$ cat src/rtl/zr_pkg.sv
package zr_pkg;
   localparam logic [7:0] OP_XOR_TO_RM  = 8'h31;
   localparam logic [7:0] OP_XOR_TO_REG = 8'h33;
   localparam logic [7:0] OP_SUB_TO_RM  = 8'h29;
   localparam logic [7:0] OP_SUB_TO_REG = 8'h2B;
   localparam logic [1:0] MODE_REG_DIRECT = 2'b11;
   localparam int ARCH_REGS = 8;
   localparam int ARCH_W    = 3;

   typedef struct packed {
      logic              idiom;
      logic [ARCH_W-1:0] dst;
   } dec_t;
endpackage

$ cat src/rtl/zr_decode.sv
module zr_decode
   import zr_pkg::*;
#(
   parameter bit ENABLE_SUB = 1'b1
) (
   input  logic [7:0] opcode,
   input  logic [7:0] regbyte,
   output dec_t       dec
);
   logic reg_mode, same_reg, xor_hit, sub_hit, dst_in_reg_field;

   assign reg_mode = (regbyte[7:6] == MODE_REG_DIRECT);
   assign same_reg = (regbyte[5:3] == regbyte[2:0]);
   assign xor_hit  = (opcode == OP_XOR_TO_RM) || (opcode == OP_XOR_TO_REG);

   generate
      if (ENABLE_SUB) begin : g_sub_on
         assign sub_hit = (opcode == OP_SUB_TO_RM) || (opcode == OP_SUB_TO_REG);
      end else begin : g_sub_off
         assign sub_hit = 1'b0;
      end
   endgenerate

   assign dst_in_reg_field = (opcode == OP_XOR_TO_REG) || (opcode == OP_SUB_TO_REG);

   always_comb begin
      dec.idiom = reg_mode && same_reg && (xor_hit || sub_hit);
      dec.dst   = dst_in_reg_field ? regbyte[5:3] : regbyte[2:0];
   end
endmodule

$ cat src/rtl/zr_free_ctr.sv
module zr_free_ctr #(
   parameter int PW    = 4,
   parameter int FIRST = 8,
   parameter int LAST  = 14
) (
   input  logic          clk,
   input  logic          rst_n,
   input  logic          take,
   output logic [PW-1:0] cur
);
   always_ff @(posedge clk) begin
      if (!rst_n)
         cur <= PW'(FIRST);
      else if (take)
         cur <= (cur == PW'(LAST)) ? PW'(FIRST) : cur + PW'(1);
   end
endmodule

$ cat src/rtl/zr_map_table.sv
module zr_map_table #(
   parameter int NARCH = 8,
   parameter int AW    = 3,
   parameter int PW    = 4
) (
   input  logic          clk,
   input  logic          rst_n,
   input  logic          wr_en,
   input  logic [AW-1:0] wr_arch,
   input  logic [PW-1:0] wr_phys,
   input  logic [AW-1:0] rd_arch,
   output logic [PW-1:0] rd_phys
);
   logic [PW-1:0] entry [NARCH];

   generate
      for (genvar i = 0; i < NARCH; i++) begin : g_entry
         always_ff @(posedge clk) begin
            if (!rst_n)
               entry[i] <= PW'(i);
            else if (wr_en && (wr_arch == AW'(i)))
               entry[i] <= wr_phys;
         end
      end
   endgenerate

   assign rd_phys = entry[rd_arch];
endmodule

$ cat src/rtl/zidiom_rename.sv
module zidiom_rename
   import zr_pkg::*;
#(
   parameter int NUM_PHYS   = 16,
   parameter bit ENABLE_SUB = 1'b1,
   localparam int PW        = $clog2(NUM_PHYS)
) (
   input  logic              clk,
   input  logic              rst_n,
   input  logic              in_valid,
   output logic              in_ready,
   input  logic [7:0]        in_opcode,
   input  logic [7:0]        in_regbyte,
   output logic              out_valid,
   input  logic              out_ready,
   output logic              out_is_idiom,
   output logic              out_needs_exec,
   output logic [ARCH_W-1:0] out_arch_dst,
   output logic [PW-1:0]     out_phys_dst,
   output logic              out_flags_known,
   output logic              out_flag_z,
   output logic              out_flag_s,
   output logic              out_flag_c,
   output logic              out_flag_o,
   input  logic [ARCH_W-1:0] rd_arch,
   output logic [PW-1:0]     rd_phys
);
   localparam int ZERO_PREG  = NUM_PHYS - 1;
   localparam int FIRST_FREE = ARCH_REGS;
   localparam int LAST_FREE  = NUM_PHYS - 2;

   generate
      if (NUM_PHYS < ARCH_REGS + 2) begin : g_bad_size
         $error("NUM_PHYS must leave room for the zero register and one free entry");
      end
   endgenerate

   dec_t          dec;
   logic          accept;
   logic [PW-1:0] fresh;
   logic [PW-1:0] new_phys;

   zr_decode #(.ENABLE_SUB(ENABLE_SUB)) u_dec (
      .opcode (in_opcode),
      .regbyte(in_regbyte),
      .dec    (dec)
   );

   assign in_ready = !out_valid || out_ready;
   assign accept   = in_valid && in_ready;
   assign new_phys = dec.idiom ? PW'(ZERO_PREG) : fresh;

   zr_free_ctr #(.PW(PW), .FIRST(FIRST_FREE), .LAST(LAST_FREE)) u_free (
      .clk  (clk),
      .rst_n(rst_n),
      .take (accept && !dec.idiom),
      .cur  (fresh)
   );

   zr_map_table #(.NARCH(ARCH_REGS), .AW(ARCH_W), .PW(PW)) u_map (
      .clk    (clk),
      .rst_n  (rst_n),
      .wr_en  (accept),
      .wr_arch(dec.dst),
      .wr_phys(new_phys),
      .rd_arch(rd_arch),
      .rd_phys(rd_phys)
   );

   always_ff @(posedge clk) begin
      if (!rst_n) begin
         out_valid       <= 1'b0;
         out_is_idiom    <= 1'b0;
         out_needs_exec  <= 1'b0;
         out_arch_dst    <= '0;
         out_phys_dst    <= '0;
         out_flags_known <= 1'b0;
         out_flag_z      <= 1'b0;
         out_flag_s      <= 1'b0;
         out_flag_c      <= 1'b0;
         out_flag_o      <= 1'b0;
      end else if (accept) begin
         out_valid       <= 1'b1;
         out_is_idiom    <= dec.idiom;
         out_needs_exec  <= !dec.idiom;
         out_arch_dst    <= dec.dst;
         out_phys_dst    <= new_phys;
         out_flags_known <= dec.idiom;
         out_flag_z      <= dec.idiom;
         out_flag_s      <= 1'b0;
         out_flag_c      <= 1'b0;
         out_flag_o      <= 1'b0;
      end else if (out_ready) begin
         out_valid <= 1'b0;
      end
   end
endmodule

$ cat config.mk
export PLATFORM = sky130hd
export DESIGN_NAME = zidiom_rename
export DESIGN_NICKNAME = d
export VERILOG_FILES = /design/src/rtl/zr_pkg.sv /design/src/rtl/zr_decode.sv /design/src/rtl/zr_free_ctr.sv /design/src/rtl/zr_map_table.sv /design/src/rtl/zidiom_rename.sv
export SDC_FILE = /design/constraint.sdc
export NUM_CORES = 1
export LEC_CHECK = 0
export BUFFER_PORTS_ARGS = -buffer_cell sky130_fd_sc_hd__buf_2
export CAP_MARGIN = 20
export CORE_MARGIN = 10
export CORE_UTILIZATION = 51
export DETAILED_ROUTE_END_ITERATION = 10
export GPL_TIMING_DRIVEN = 0
export PLACE_DENSITY = 0.73
export SLEW_MARGIN = 10
export SYNTH_ARGS = -nofsm -noshare
export SYNTH_HDL_FRONTEND = slang
export SYNTH_SLANG_ARGS = --single-unit
$ cat constraint.sdc
create_clock -name clk -period 3.5 [get_ports clk]
set_input_delay 0.525 -clock clk [delete_from_list [all_inputs] [get_ports clk]]
set_output_delay 0.525 -clock clk [all_outputs]
set_load 0.02 [all_outputs]
==> results.json <==
{
  "required_ns": 3.43,
  "leakagePower_nw": 1.05,
  "critPathKind": "in -> reg",
  "synth-async-reset-ratio_pct": 0,
  "reg2reg_depth": 5,
  "num-fill-cells": 443,
  "global_route.usage.met3_pct": 3.79,
  "setup_viol": 0,
  "final_cell_area_um2": 2950,
  "arrival_ns": 2.58,
  "synth_cell_types": 39,
  "syn_to_final_growth_pct": 14.5,
  "grt_pass1_vias": 2037,
  "cts_tree": "built",
  "powerDensity_nw_per_um2": 402,
  "core-area_um2": 4820,
  "n_antenna_cell": 0,
  "drt-pass1-iter-count": 4,
  "syn_area_per_cell_um2": 10.8,
  "cts_buffer_depth": 2,
  "synthFlopType": "edfxtp_1",
  "cp_cell_sequence": "buf_2 > nor3b_1 > nand4_1 > buf_2 > buf_2 > o311ai_0",
  "ys_seq_elements": 46,
  "hold_buffers": 0,
  "seq_area_frac_synth_pct": 48.2,
  "portBuffers": 33,
  "totalWireLength_mm": 6.01,
  "syn-cell-area_um2": 2580,
  "placementRows": 25,
  "drc": 0,
  "max_stage_delay_ns": 0.95,
  "grt_max_degree": 16,
  "crit_path_max_fanout": 10,
  "gr-total-overflow": 0,
  "skew_ns": 0.0107,
  "peakVddDrop_mv": 0.218,
  "holdPathStages": 2,
  "rsz0062_at_grt": "false",
  "placed_cell_area_um2": 2830,
  "finalHoldWorstSlack_ns": 0.503,
  "cp.depth": 6,
  "io_pins": 43,
  "hold_class": "reg -> reg",
  "yosysWarnings": 0,
  "grt_use_met2_pct": 22.7,
  "die_area_um2": 8300,
  "worst_path_max_delay_cell": "o311ai_0",
  "cts_buffers": 5,
  "initial_core_util_pct": 53.5,
  "cts_root_buffer": "clkbuf_8",
  "post_cts_resized": 0,
  "die_w_um": 91.1,
  "grt_first_pass_wirelength_mm": 10.1,
  "dr.first_iter.drc_count": 174,
  "dieHeight_um": 91.1,
  "slew_headroom_pct": 26.2,
  "track_usage_pct": 14.7,
  "synth.top_cells.by_count": "edfxtp_1 (32), nand4_1 (22), nor2_1 (21)",
  "utilization_pct": 61.3,
  "drt-wirelength-per-cell_um": 17.2,
  "drive_above_1_share_pct": 27.2,
  "hold_viol_final": 0,
  "cp_num_buf_inv": 3,
  "fmax_ghz": 0.377,
  "crit_path_start_kind": "input pin",
  "vias": 2025,
  "slew_viol_final": 0,
  "crit_family": "compound AO/OA/AOI/OAI gates",
  "cp-end-kind": "flip-flop",
  "cts_max_level": 2,
  "nets": 305,
  "clock-sinks": 46,
  "synth_most_common_cell": "edfxtp_1",
  "antenna_left": 0,
  "synth_top_cell_by_area": "edfxtp_1",
  "synth_cells": 239,
  "antenna_found_initial": 0,
  "grt-busiest-layer": "met2",
  "vias_per_cell": 5.79,
  "setup_tns_ns": 0,
  "place.gp.congestion": 0.930,
  "cap_violations": 0,
  "tightest_slew_ns": 1.09,
  "clock_latency_ns": 0.30,
  "post_cts.repair.setup_buffers": 0,
  "synth-edff-count": 32,
  "ys_top_cells_by_area": "edfxtp_1 (37%), dfxtp_1 (11%), mux4_2 (7.0%), nand4_1 (5.3%), mux2_2 (4.8%)",
  "cp_common_cell": "buf_2",
  "grt_use_met1_pct": 19.9,
  "period_minus_slack_ns": 2.65,
  "dp_hpwl_mm": 4.63,
  "fin_crit_sh_pct": 75.8,
  "status": "completed",
  "clkSlewWorstSetupHoldPaths_ns": 0.09,
  "synth_top_area_share_pct": 37.3
}
## cell usage in the layout (no fill, tap or decap), types with 2 or more instances in the layout
master,synthesis,routed
buf_2,5,38
buf_4,5,5
a21oi_1,9,9
nand4_1,22,22
nand2_1,16,16
xor2_1,4,4
conb_1,1,3
a21boi_0,2,2
a21oi_2,4,4
mux4_2,8,8
dfxtp_1,14,14
and2_1,5,5
nand3_1,7,7
nor2b_1,7,7
a211oi_1,2,2
o21ai_0,9,9
o211ai_1,2,2
nand2b_1,8,8
nor3b_1,2,2
mux2i_1,7,7
buf_1,3,3
clkbuf_8,0,5
o311ai_0,8,8
edfxtp_1,32,32
nor2_1,21,21
mux2_2,11,11
clkbuf_1,12,12
## final cells by class
| type | instances | area (µm²) | share of cell area [%] |
|---|---|---|---|
| Clock buffer | 5 | 68.8 | 2.33 |
| Multi-Input combinational cell | 169 | 1220 | 41.4 |
| Inverter | 1 | 3.75 | 0.127 |
| Sequential cell | 46 | 1240 | 42.1 |
| Buffer | 25 | 119 | 4.03 |
| Timing Repair Buffer | 34 | 170 | 5.77 |
| Clock inverter | 3 | 43.8 | 1.48 |
| Tap cell | 67 | 83.8 | 2.84 |
## report_power, final
group	internal, mW	leakage [nW]	switching (mW)
combinational	0.0636	0.574	0.110
clock	0.214	0.0585	0.185
sequential	0.605	0.417	0.00808
## flip-flops by register name, indices dropped and copies added (netlist names)
register and count:
out_needs_exec 1, u_map.entry 32, u_free.cur 4, out_valid 1, out_flag_z 1, out_phys_dst 4, out_arch_dst 3
## worst min-delay path, cell delays in order (launching register included)
cell and delay [ns]:
dfxtp_1 0.34, nand2_1 0.06, a21boi_0 0.07
## logic make-up after synthesis
group | after synthesis | share of synthesized area [%]
simple gates | 96 | 20.3
flops | 46 | 48.2
compound gates | 39 | 10.3
mux | 27 | 15.0
buf+inv | 26 | 4.76
xor+xnor | 4 | 1.36
other cells | 1 | 0.145
## layer usage
metal	up-vias	wire length [µm]
li1	984	-
met1	963	2740
met2	72	2740
met3	6	469
met4	0	59
met5	-	0
## stage by stage
step / setup slack [ns] / instances / total power, mW
after floorplan: 1.12 / 241 / 0.744
after global placement: 0.512 / 341 / 0.795
after detailed placement: 0.469 / 341 / 0.799
after CTS: 0.791 / 349 / 1.19
after global routing: 0.674 / 350 / 1.23
final: 0.847 / 350 / 1.19
## final timing paths
| kind | from | endpoint | slack, ns |
|---|---|---|---|
| max reg2reg | out_valid$_SDFFE_PN0P_ | u_map.entry[1][1]$_SDFFCE_PN0P_ | 1.24 |
| max | in_opcode[7] | u_map.entry[1][1]$_SDFFCE_PN0P_ | 0.85 |
| min reg2reg | out_flag_z$_SDFFE_PN0P_ | out_flag_z$_SDFFE_PN0P_ | 0.50 |
| min | out_flag_z$_SDFFE_PN0P_ | out_flag_z$_SDFFE_PN0P_ | 0.50 |
(Power assumes the default switching activity.)
